## src/rtl/adc_serial_port.sv

```systemverilog
module adc_serial_port #(
  parameter int RES_BITS  = 17,
  parameter int TAIL_BITS = 4,
  parameter int CFG_W     = 16,
  parameter logic [CFG_W-1:0] CFG_RST = '0
) (
  input  logic                clk,
  input  logic                rst_n,
  input  logic                cs_n,
  input  logic                sck,
  input  logic                sdi,
  input  logic                conv_done,
  input  logic [RES_BITS:0]   conv_value,
  output logic                sdo,
  output logic                sdo_oe,
  output logic [CFG_W-1:0]    cfg_word,
  output logic                conv_start
);
  localparam int FRAME_BITS = 3 + RES_BITS + TAIL_BITS;
  localparam int CNT_W = $clog2(FRAME_BITS + 1);
  localparam logic [CNT_W-1:0] LAST  = CNT_W'(FRAME_BITS - 1);
  localparam logic [CNT_W-1:0] CFG_N = CNT_W'(CFG_W);

  typedef enum logic [1:0] {ST_CONV, ST_SLEEP, ST_OUT} st_t;

  st_t                   state;
  logic                  cs_r, sck_r, sck_p, sdi_r;
  logic [CNT_W-1:0]      bitcnt;
  logic [FRAME_BITS-1:0] frame_sr;
  logic [CFG_W-1:0]      cfg_sr;

  function automatic logic [FRAME_BITS-1:0] frame_of(input logic [RES_BITS:0] v);
    return {2'b00, ~v[RES_BITS], v[RES_BITS-1:0], {TAIL_BITS{1'b0}}};
  endfunction

  wire sck_rise  = sck_r & ~sck_p;
  wire sck_fall  = ~sck_r & sck_p;
  wire in_frame  = (state == ST_OUT) && !cs_r;
  wire frame_end = in_frame && sck_rise && (bitcnt == LAST);
  wire abort     = (state == ST_OUT) && cs_r && (bitcnt != '0);

  assign sdo_oe = ~cs_r;
  assign sdo = (state == ST_CONV)  ? 1'b1 :
               (state == ST_SLEEP) ? 1'b0 : frame_sr[FRAME_BITS-1];

  always_ff @(posedge clk) begin
    if (!rst_n) begin
      state      <= ST_CONV;
      cs_r       <= 1'b1;
      sck_r      <= 1'b0;
      sck_p      <= 1'b0;
      sdi_r      <= 1'b0;
      bitcnt     <= '0;
      frame_sr   <= '0;
      cfg_sr     <= '0;
      cfg_word   <= CFG_RST;
      conv_start <= 1'b0;
    end else begin
      cs_r       <= cs_n;
      sck_r      <= sck;
      sck_p      <= sck_r;
      sdi_r      <= sdi;
      conv_start <= frame_end | abort;
      if (frame_end) cfg_word <= cfg_sr;
      case (state)
        ST_CONV: begin
          bitcnt <= '0;
          if (conv_done) begin
            frame_sr <= frame_of(conv_value);
            state    <= ST_SLEEP;
          end
        end
        ST_SLEEP: begin
          bitcnt <= '0;
          if (!cs_r) state <= ST_OUT;
        end
        default: begin
          if (frame_end || abort) begin
            state  <= ST_CONV;
            bitcnt <= '0;
          end else if (cs_r) begin
            state <= ST_SLEEP;
          end else begin
            if (sck_rise) begin
              bitcnt <= bitcnt + 1'b1;
              if (bitcnt < CFG_N) cfg_sr <= {cfg_sr[CFG_W-2:0], sdi_r};
            end
            if (sck_fall && bitcnt != '0)
              frame_sr <= {frame_sr[FRAME_BITS-2:0], 1'b0};
          end
        end
      endcase
    end
  end

  p_sleep_r3: assert property (@(posedge clk) disable iff (!rst_n)
    (state == ST_CONV && conv_done) |=> (state == ST_SLEEP));

  p_bit_hold_r6: assert property (@(posedge clk) disable iff (!rst_n)
    (in_frame && !sck_fall) |=> (state != ST_OUT || $stable(sdo)));

  p_frame_end_r7: assert property (@(posedge clk) disable iff (!rst_n)
    frame_end |=> (state == ST_CONV && conv_start && bitcnt == '0));

  p_abort_r8: assert property (@(posedge clk) disable iff (!rst_n)
    abort |=> (state == ST_CONV && conv_start));

  p_cfg_hold_r10: assert property (@(posedge clk) disable iff (!rst_n)
    (state != ST_OUT) |=> $stable(cfg_word));

  p_count_r7: assert property (@(posedge clk) disable iff (!rst_n)
    bitcnt <= LAST);
endmodule

```

## config.mk

```make
export PLATFORM = sky130hd
export DESIGN_NAME = adc_serial_port
export DESIGN_NICKNAME = d
export VERILOG_FILES = /design/src/rtl/adc_serial_port.sv
export SDC_FILE = /design/constraint.sdc
export NUM_CORES = 1
export LEC_CHECK = 0
export BUFFER_PORTS_ARGS = -buffer_cell sky130_fd_sc_hd__buf_2
export CORE_MARGIN = 5
export CORE_UTILIZATION = 40
export CTS_BUF_LIST = sky130_fd_sc_hd__clkbuf_16
export DETAILED_ROUTE_END_ITERATION = 16
export GPL_ROUTABILITY_DRIVEN = 0
export REMOVE_ABC_BUFFERS = 1
export SETUP_SLACK_MARGIN = 0.02
export SLEW_MARGIN = 20
export SYNTH_ARGS = -nofsm -noshare
export SYNTH_HDL_FRONTEND = slang
export SYNTH_SLANG_ARGS = --single-unit
export TNS_END_PERCENT = 50
```

## constraint.sdc

```tcl
create_clock -name clk -period 3.99 [get_ports clk]
set_clock_uncertainty 0.2 [all_clocks]
set_input_delay 0.1995 -clock clk [delete_from_list [all_inputs] [get_ports clk]]
set_output_delay 0.1995 -clock clk [all_outputs]
set_load 0.005 [all_outputs]
```

==> impl_metrics.py, run 1 <==
metrics = {
    "hold_path": {
        "min_delay_path_depth": 4,
        "hold_start": "conv_value[11]",
        "hold_class": "primary input to flip-flop",
    },
    "setup_path": {
        "r2r_end": "state[0]",
        "r2r_cells": 5,
        "path_depth": 5,
        "cpPeakStageDelay_ps": 800,
        "crit_buf_inv": 1,
        "rr_startpoint": "state[1]",
        "worst_setup_path_end_kind": "flip-flop",
        "critPathSlowestCell": "dfxtp_1",
        "crit_fanout": 25,
        "crit_required_ps": 3990,
        "r2r_slack_ps": 1500,
        "worst_ep_arrival_time_ps": 2490,
        "startpoint": "state[1]",
        "worstPathCellList": "nor4bb_1 -> and4_1 -> buf_4 -> nand4b_1 -> a21boi_1",
        "start_kind": "flip-flop",
        "critPathKind": "flip-flop to flip-flop",
        "crit_family": "simple AND/OR/NAND/NOR gates",
        "endpoint": "state[0]",
    },
    "logic_synthesis": {
        "synthCells": 291,
        "ys_seq_elements": 64,
        "ys_seq_area_frac": 0.4719,
        "synth_warnings": 0,
        "synthFlopType": "dfxtp_1",
        "synth_cell_types": 39,
        "synth_edf_count": 0,
        "synthArstFlopShare": 0,
        "syn_area_um2": 2715,
        "synth.avg_cell_area_um2": 9.330,
    },
    "run_status": {
        "status": "complete, no violations",
    },
    "power_and_ir_drop": {
        "p_total_mw": 1.603,
        "p_sw_frac": 0.2184,
        "p_leak_nw": 1.395,
        "seqPwrFrac": 0.422,
        "powerDensity_nw_per_um2": 486.8,
        "intPower_mw": 1.253,
        "combPwrFrac": 0.059,
        "vdd.ir_drop.worst_v": 0.0002925,
        "clkPwrFrac": 0.519,
        "switchingPower_mw": 0.3501,
    },
    "floorplan": {
        "ioPinCount": 43,
        "fp.dieH_um": 92.39,
        "core_um2": 6681,
        "rows": 30,
        "die_area_um2": 8535,
        "die_x_um": 92.39,
        "start_util": 0.4064,
    },
    "drt": {
        "route.detailed.drc": 0,
        "drt-total-wl_mm": 5.334,
        "drtIter0Drc": 99,
        "first_pass_iters": 4,
        "ant_nets": 0,
        "routedWlPerCell_um": 12.82,
        "vias": 2071,
        "viasPerCell": 4.978,
    },
    "placement": {
        "dp_hpwl_mm": 3.294,
        "place_area_um2": 2945,
        "placed_cells": 397,
        "port_buffers": 42,
    },
    "clocking": {
        "ctsResizeCount": 0,
        "numClockSinks": 64,
        "root_buffer": "clkbuf_16",
        "clk_pin_slew_ps": 50,
        "clockBufferDepth": 2,
        "numCtsBuffers": 9,
        "insertion_delay_ps": 330,
        "cts_tree": "done",
        "h-tree-depth": 3,
    },
    "timing": {
        "max_clock_freq_mhz": 400.9,
        "setup_viol": 0,
        "post-route-min-period_ps": 2494,
        "hold_viol": 0,
        "rsz0062_at_grt": "false",
        "worst_pin_slew_ps": 888.8,
        "fin_hold_ws_ps": 15.52,
        "slew_viol_final": 0,
        "maxSlewHeadroom": 0.4075,
        "finalCritPeriodShare": 0.6252,
        "fin_setup_tns_ps": 0,
    },
    "final_layout": {
        "finalNetCount": 357,
        "regArea_um2": 1281,
        "design_area_um2": 3293,
        "area_delta_synth_final_pct": 21.29,
        "fillers": 668,
        "fin_cells": 416,
        "layout_common_cells": "dfxtp_1 (64), nand2_1 (51), buf_2 (42)",
        "final_common_cell": "dfxtp_1",
        "multi_input_area_um2": 1297,
        "drive_above_1_share": 0.1905,
        "diodes": 0,
    },
    "run": {
        "max-cap-violations": 0,
    },
    "grt": {
        "grt_util_met2": 0.2097,
        "first_global_vias": 2051,
        "gr-max-usage-layer": "met2",
        "grt_max_degree": 61,
        "grt_usage": 0.1337,
        "grt_pass1_wl_mm": 9.128,
        "use_met3": 0.06742,
        "overflow": 0,
        "grt_antenna_before_repair": 0,
        "met1_usage": 0.1583,
    },
}
## layer usage
layer	vias to the layer above	part of all wire
li1	1079	-
met1	944	0.47
met2	42	0.45
met3	6	0.072
met4	0	0.011
met5	-	0
## power by group through the flow
stage | sequential (mW) | clock, mW | combinational, mW
5_1_grt | 0.680 | 0.881 | 0.106
3_3_place_gp | 0.690 | 0 | 0.0920
4_1_cts | 0.677 | 0.854 | 0.0957
6_report | 0.677 | 0.832 | 0.0941
3_5_place_dp | 0.691 | 0 | 0.0930
2_1_floorplan | 0.685 | 0 | 0.0595
## flip-flops by register name, indices dropped and copies added (netlist names), 2 cells and up
name / cells
cfg_sr: 16
frame_sr: 20
bitcnt: 5
state: 2
cfg_word: 16
## synth_stat cells (2+ instances only)
| library cell | instances | area share |
|---|---|---|
| nand3_1 | 17 | 0.031 |
| nor2b_1 | 16 | 0.037 |
| o21ai_0 | 18 | 0.033 |
| nor3b_4 | 2 | 0.014 |
| a21boi_0 | 13 | 0.036 |
| a21boi_1 | 4 | 0.011 |
| nand2b_1 | 2 | 0.0046 |
| a21oi_1 | 2 | 0.0037 |
| o2bb2ai_1 | 2 | 0.0065 |
| ha_1 | 2 | 0.0092 |
| nand4_1 | 2 | 0.0046 |
| mux2i_1 | 16 | 0.059 |
| dfxtp_1 | 64 | 0.47 |
| xor2_1 | 3 | 0.0097 |
| o211a_1 | 17 | 0.063 |
| o21a_1 | 2 | 0.0055 |
| clkbuf_1 | 13 | 0.018 |
| nor2_1 | 10 | 0.014 |
| buf_2 | 3 | 0.0055 |
| nand2_1 | 51 | 0.071 |
| and2_1 | 6 | 0.014 |
| inv_1 | 9 | 0.012 |
## how the worst min path moves through the flow
stage / to / slack, ps
2_1_floorplan: cs_r / 70
3_3_place_gp: cs_r / 200
3_5_place_dp: cs_r / 190
4_1_cts: frame_sr[15] / 6
5_1_grt: frame_sr[19] / 20
6_report: frame_sr[15] / 20
## layout make-up
cell class	count	share of cell area
multi-input cells	199	0.3940
repair buffers	48	0.07979
flip-flops and latches	64	0.3891
clock buffers	9	0.06839
well taps	80	0.03040
clock inverters	7	0.02812
inverters	9	0.01026
## worst reg2reg max path, delay by kind of cell, from the launching register on
kind | cells | cell delay (ps)
simple gates | 3 | 950
flops | 1 | 800
compound gates | 1 | 110
buf+inv | 1 | 300
## logic make-up (layout without fill, tap and decap cells)
group | count (synthesis) | in the layout | synth area share
AOI/OAI and AO/OA | 61 | 61 | 0.1742
xor gates and xnor gates | 4 | 4 | 0.01291
adders and majority gates | 2 | 2 | 0.009215
buffers and inverters | 28 | 73 | 0.05023
DFF | 64 | 64 | 0.4719
muxes | 16 | 16 | 0.05898
and+or+nand+nor | 116 | 116 | 0.2226
## metrics by stage
step	setup WS, ps	utilization
after floorplan	1578	-
after global placement	1585	0.4408
after detailed placement	1483	0.4408
after CTS	1475	0.4929
after global routing	1312	0.4929
final	1496	0.4929
## repair_timing
action                                 CTS  global route
buffers inserted                         0             0
endpoints found under the hold margin    3             0
hold buffers                             3             0
No activity file was read; power rests on OpenSTA's default activity.
==> run 2: changes to the inputs <==
--- a/config.mk
+++ b/config.mk
@@ -5,6 +5,7 @@
 export SDC_FILE = /design/constraint.sdc
 export NUM_CORES = 1
 export LEC_CHECK = 0
+export ABC_AREA = 1
 export BUFFER_PORTS_ARGS = -buffer_cell sky130_fd_sc_hd__buf_2
 export CORE_MARGIN = 5
 export CORE_UTILIZATION = 40
==> constraint.sdc (replaced) <==
create_clock -name clk -period 2.31 [get_ports clk]
set_clock_uncertainty 0.2 [all_clocks]
set_input_delay 0.1155 -clock clk [delete_from_list [all_inputs] [get_ports clk]]
set_output_delay 0.1155 -clock clk [all_outputs]
set_load 0.005 [all_outputs]
==> run 2 against run 1 <==
Flip-flop and latch count stayed put. Critical endpoint is now cfg_sr[1]. Wire length is 3.6% higher. First-iteration DRC count rose by 44%. Register-to-register slack got worse by 1100 ps. Worst setup slack worse by 1100 ps. Highest routed layer unchanged. Fmax is 34% higher.
==> impl_metrics.py, run 2 <==
metrics = {
    "logic_synthesis": {
        "ys_seq_elements": 64,
        "synth_top_area_share": 0.4828,
        "ys_seq_area_frac": 0.4828,
        "synth.avg_cell_area_um2": 7.039,
        "synth_compound_area_frac": 0.1207,
        "synth_common_cells": "nand2_1 (102), nor2_1 (72), dfxtp_1 (64), o21ai_0 (33), inv_1 (32)",
        "synth_cell_types": 28,
        "synthArstFlopShare": 0,
        "synth_edf_count": 0,
        "netlist.top_cell.by_area": "dfxtp_1",
        "synthSimpleGateAreaFrac": 0.2881,
        "synth_top_family_by_area": "simple AND/OR/NAND/NOR gates",
        "synthMuxAreaShare": 0,
        "synth_most_common_cell": "nand2_1",
        "synth_fa_ha_area_frac": 0.009430,
        "syn_area_um2": 2654,
        "yosys.area_share.xor_xnor": 0.006601,
        "synth_warnings": 0,
        "synthFlopType": "dfxtp_1",
        "synthCells": 377,
        "synthTopCellsByArea": "dfxtp_1 (48%), nand2_1 (14%), nor2_1 (10%), o21ai_0 (6.2%), a21oi_1 (4.5%)",
    },
    "hold_path": {
        "min_delay_path_depth": 5,
        "hold_start": "conv_done",
        "hold_class": "primary input to flip-flop",
        "holdPathEnd": "state[1]",
    },
    "final_layout": {
        "largest_register_ffs": 20,
        "fin_util": 0.5263,
        "largest-register": "frame_sr",
        "diodes": 0,
        "reg_top3": "frame_sr x20, cfg_sr x16, cfg_word x16",
        "final_common_cell": "nand2_1",
        "fin_cells": 519,
        "area_delta_synth_final_pct": 26.64,
        "drive_above_1_share": 0.1561,
        "layout_common_cells": "nand2_1 (102), nor2_1 (72), dfxtp_1 (64)",
        "finalNetCount": 465,
        "design_area_um2": 3361,
    },
    "run": {
        "max-cap-violations": 0,
    },
    "timing": {
        "worst_pin_slew_ps": 460.0,
        "hold_viol": 0,
        "max_clock_freq_mhz": 535.8,
        "rsz0062_at_grt": "false",
        "finalCritPeriodShare": 0.8080,
        "maxSlewHeadroom": 0.6929,
        "post-route-min-period_ps": 1866,
        "fin_setup_tns_ps": 0,
        "slew_viol_final": 0,
        "setup_viol": 0,
    },
    "grt": {
        "first_global_vias": 2156,
        "grt_usage": 0.1368,
        "grt_pass1_wl_mm": 9.480,
        "overflow": 0,
        "grt_antenna_before_repair": 0,
        "grt_max_degree": 33,
    },
    "clocking": {
        "clockBufferDepth": 2,
        "insertion_delay_ps": 320,
        "root_buffer": "clkbuf_16",
        "h-tree-depth": 3,
        "cts_tree": "done",
        "clk_pin_slew_ps": 50,
        "numCtsBuffers": 9,
        "ctsResizeCount": 0,
        "numClockSinks": 64,
    },
    "floorplan": {
        "core_um2": 6386,
        "rows": 29,
        "ioPinCount": 43,
        "fp.dieH_um": 91.45,
        "die_area_um2": 8363,
        "start_util": 0.4156,
        "die_x_um": 91.45,
    },
    "setup_path": {
        "r2r_end": "cfg_sr[1]",
        "critPathKind": "flip-flop to flip-flop",
        "worst_setup_path_end_kind": "flip-flop",
        "rr_startpoint": "bitcnt[0]",
        "r2r_cells": 9,
        "worst_ep_arrival_time_ps": 1880,
        "r2r_slack_ps": 440,
        "start_kind": "flip-flop",
        "crit_fanout": 32,
        "crit_required_ps": 2320,
    },
    "placement": {
        "place_area_um2": 2895,
        "port_buffers": 42,
        "placed_cells": 483,
        "dp_hpwl_mm": 3.542,
    },
    "drt": {
        "vias": 2358,
        "drtIter0Drc": 143,
        "viasPerCell": 4.543,
        "ant_nets": 0,
        "first_pass_iters": 4,
        "routedWlPerCell_um": 10.65,
        "drt-total-wl_mm": 5.527,
        "route.detailed.drc": 0,
    },
    "power_and_ir_drop": {
        "vdd.ir_drop.worst_v": 0.0004474,
        "powerDensity_nw_per_um2": 908.8,
        "p_leak_nw": 1.694,
    },
    "run_status": {
        "status": "complete, no violations",
    },
}
## run 2: layer usage
layer	vias up	track usage	part of all wire
met2	38	0.2082	0.43
met1	1015	0.1810	0.51
li1	1294	-	-
met3	11	0.03058	0.036
met5	-	0	0
met4	0	0.06968	0.023
## run 2: stage by stage
stage	hold slack, ps	setup WS (ps)	total power, mW
floorplan	8.953	184.2	1.734
global placement	99.15	500.0	1.938
detailed placement	102.8	462.6	1.936
CTS	36.57	437.0	3.084
global route	131.2	252.0	3.233
finish	33.71	443.6	3.054
## run 2: layout make-up
type                            count  area, um^2
Sequential cell                    64        1281
Timing Repair Buffer               69       467.9
Tap cell                           77       96.34
Inverter                           38       142.6
Clock buffer                        9       225.2
Clock inverter                      5       20.02
Fill cell                         632        3025
Multi-Input combinational cell    257        1127
## run 2: worst max path at each step
stage / startpoint / endpoint / slack (ps) / cells after the start
5_1_grt: bitcnt[0] / cfg_sr[15] / 250 / 9
6_report: bitcnt[0] / cfg_sr[1] / 440 / 9
3_3_place_gp: bitcnt[0] / cfg_sr[12] / 500 / 9
4_1_cts: bitcnt[0] / cfg_word[1] / 440 / 7
2_1_floorplan: state[1] / state[0] / 180 / 8
3_5_place_dp: bitcnt[0] / cfg_sr[9] / 460 / 9
## run 2: timing repair
item,4_1_cts,5_1_grt
hold buffers,22,0
buffers inserted,0,0
setup endpoints to repair,0,0
hold endpoints to repair,23,0
## run 2: where the power goes
group          leakage, nW  switching, mW  internal [mW]
registers            0.521         0.0576           1.22
clock network        0.132          0.420          0.693
logic                 1.04          0.426          0.237
## run 2: critical path, stage by stage (launching register included)
cell	delay (ps)
dfxtp_1	370
inv_1	80
ha_1	190
nand3_1	150
nand2_1	150
nand4_2	110
buf_4	300
nand2_1	90
nand2_1	70
nor2_1	40
## run 2: cell families after synthesis
kind of cell	after synthesis
simple gates	190
xor+xnor	2
flops	64
compound gates	63
buf+inv	56
fa+ha+maj	2
==> run 3: changes to the inputs <==
==> constraint.sdc (replaced) <==
create_clock -name clk -period 1.7 [get_ports clk]
set_clock_uncertainty 0.2 [all_clocks]
set_input_delay 0.085 -clock clk [delete_from_list [all_inputs] [get_ports clk]]
set_output_delay 0.085 -clock clk [all_outputs]
set_load 0.005 [all_outputs]
==> run 3 against run 2 <==
Utilization rose by 7.5 points. Fmax rose by 12%. Wire length rose by 17%. Final area rose by 14%. Sequential power rose by 37%. Critical endpoint is now cfg_sr[14]. Count of clock-buffer cells in the layout did not move. First-iteration DRC count fell by 11%. Largest power group is now clock. Non-clock buffer count rose by 17. Clock power rose by 85%.
==> impl_metrics.py, run 3 (synthesis results as in run 2) <==
metrics = {
    "run_status": {
        "status": "complete, no violations",
    },
    "grt": {
        "grt_usage": 0.1461,
        "grt_pass1_wl_mm": 10.31,
        "grt_antenna_before_repair": 0,
        "overflow": 0,
        "first_global_vias": 2371,
        "grt_max_degree": 48,
    },
    "drt": {
        "viasPerCell": 4.662,
        "drtIter0Drc": 127,
        "first_pass_iters": 4,
        "drt-total-wl_mm": 6.483,
        "route.detailed.drc": 0,
        "routedWlPerCell_um": 12.05,
        "ant_nets": 0,
        "vias": 2508,
    },
    "setup_path": {
        "critPathMostFrequentCell": "nand2_2",
        "critPathSlowestCell": "dfxtp_4",
        "critPathKind": "flip-flop to flip-flop",
        "worstPathCellList": "ha_4 -> nand2_2 -> nor2_4 -> nand3_4 -> nand4_4 -> clkbuf_16 -> nand2_2 -> nand2_1 -> nor2_1",
        "crit_buf_inv": 1,
        "worst_ep_arrival_time_ps": 1670,
        "crit_required_ps": 1710,
        "cpPeakStageDelay_ps": 380,
        "crit_fanout": 8,
        "start_kind": "flip-flop",
        "worst_setup_path_end_kind": "flip-flop",
        "crit_family": "simple AND/OR/NAND/NOR gates",
    },
    "clocking": {
        "clk_pin_slew_ps": 50,
        "cts_tree": "done",
        "numCtsBuffers": 9,
        "root_buffer": "clkbuf_16",
        "numClockSinks": 64,
        "clockBufferDepth": 2,
        "h-tree-depth": 3,
        "insertion_delay_ps": 320,
    },
    "timing": {
        "finalCritPeriodShare": 0.9773,
        "rsz0062_at_grt": "true",
        "hold_viol": 0,
        "worst_pin_slew_ps": 320.4,
        "max_clock_freq_mhz": 601.9,
        "setup_viol": 0,
        "maxSlewHeadroom": 0.7864,
        "slew_viol_final": 0,
        "layout_setup_ws_ps": 38.66,
        "fin_hold_ws_ps": 19.42,
        "post-route-min-period_ps": 1661,
    },
    "floorplan": {
        "start_util": 0.4156,
        "die_x_um": 91.45,
        "rows": 29,
        "fp.dieH_um": 91.45,
        "die_area_um2": 8363,
        "core_um2": 6386,
        "ioPinCount": 43,
    },
    "placement": {
        "dp_hpwl_mm": 3.690,
        "post-place-ws_ps": -36.35,
        "port_buffers": 42,
    },
    "final_layout": {
        "finalNetCount": 482,
        "reg_top3": "frame_sr x20, cfg_sr x16, cfg_word x16",
        "layout_common_cells": "nand2_1 (91), nor2_1 (67), dfxtp_1 (59)",
        "largest_register_ffs": 20,
        "fillers": 565,
        "drive_above_1_share": 0.2538,
        "diodes": 0,
        "largest-register": "frame_sr",
        "area_delta_synth_final_pct": 44.65,
        "final_common_cell": "nand2_1",
    },
    "power_and_ir_drop": {
        "powerDensity_nw_per_um2": 1262,
        "p_leak_nw": 1.896,
        "vdd.ir_drop.worst_v": 0.0008663,
        "switchingPower_mw": 1.358,
        "combPwrFrac": 0.216,
        "p_sw_frac": 0.2805,
        "seqPwrFrac": 0.361,
        "intPower_mw": 3.485,
        "clkPwrFrac": 0.423,
    },
    "run": {
        "max-cap-violations": 0,
    },
    "hold_path": {
        "hold_class": "primary input to flip-flop",
    },
}
==> run 3: changes by cell type in the layout (fill, tap and decap cells not counted), moves of 5 or more <==
cell	change
nor2_1	-5
o21ai_0	-15
buf_6	+5
buf_4	+5
nand2_2	+10
o21ai_1	+14
dfxtp_1	-5
nand2_1	-11
==> run 3: power by group through the flow <==
stage          clock, mW  combinational (mW)  sequential (mW)
2_1_floorplan          0               0.609             1.75
3_3_place_gp           0               0.904             1.76
3_5_place_dp           0               0.908             1.76
4_1_cts             2.09               0.957             1.73
5_1_grt             2.16                1.19             1.76
6_report            2.05                1.05             1.75
==> run 3: area by class of cell <==
cell class / instances / area (um^2) / share of cell area
flip-flops and latches: 64 / 1295 / 0.3374
multi-input cells: 257 / 1241 / 0.3233
repair buffers: 86 / 706.9 / 0.1842
clock buffers: 9 / 225.2 / 0.05867
inverters: 38 / 162.7 / 0.04237
clock inverters: 7 / 111.4 / 0.02901
well taps: 77 / 96.34 / 0.02510
==> run 3: path summary, 6_finish.rpt <==
path / slack [ps] / start / depth (start not counted) / to
setup / recovery: 40 / bitcnt[1] / 9 / cfg_sr[14]
hold / removal: 20 / conv_done / 5 / state[1]
setup reg to reg: 40 / bitcnt[1] / 9 / cfg_sr[14]
hold reg to reg: 240 / frame_sr[7] / 2 / frame_sr[7]
==> run 3: layer usage <==
layer,GRT usage,vias to the layer above,part of all wire
met4,0.03301,0,0.013
met3,0.05455,10,0.045
met1,0.1858,1124,0.47
li1,-,1327,-
met2,0.2357,47,0.47
met5,0,-,0
==> run 3: tightest hold or removal path, delay by kind of cell <==
family	cells	cell delay, ps
compound gates	2	200
simple gates	1	50
buf+inv	2	170
==> run 3: per-stage QoR <==
stage / std cells / instance area [um^2] / utilization / setup TNS (ps) / total power, mW
5_1_grt: 538 / 3839 / 0.6011 / -421.3 / 5.114
2_1_floorplan: 359 / 2551 / - / -10480 / 2.356
4_1_cts: 529 / 3557 / 0.5570 / 0 / 4.782
3_5_place_dp: 490 / 2985 / 0.4675 / -63.24 / 2.670
3_3_place_gp: 490 / 2985 / 0.4675 / 0 / 2.666
6_report: 538 / 3839 / 0.6011 / 0 / 4.843
==> run 3: timing repair <==
action	CTS	global route
hold buffers	23	0
gates cloned	0	5
endpoints found under the setup margin	15	57
gates resized for setup	3	64
buffers inserted	0	4
pin swaps	0	10
endpoints found under the hold margin	30	0
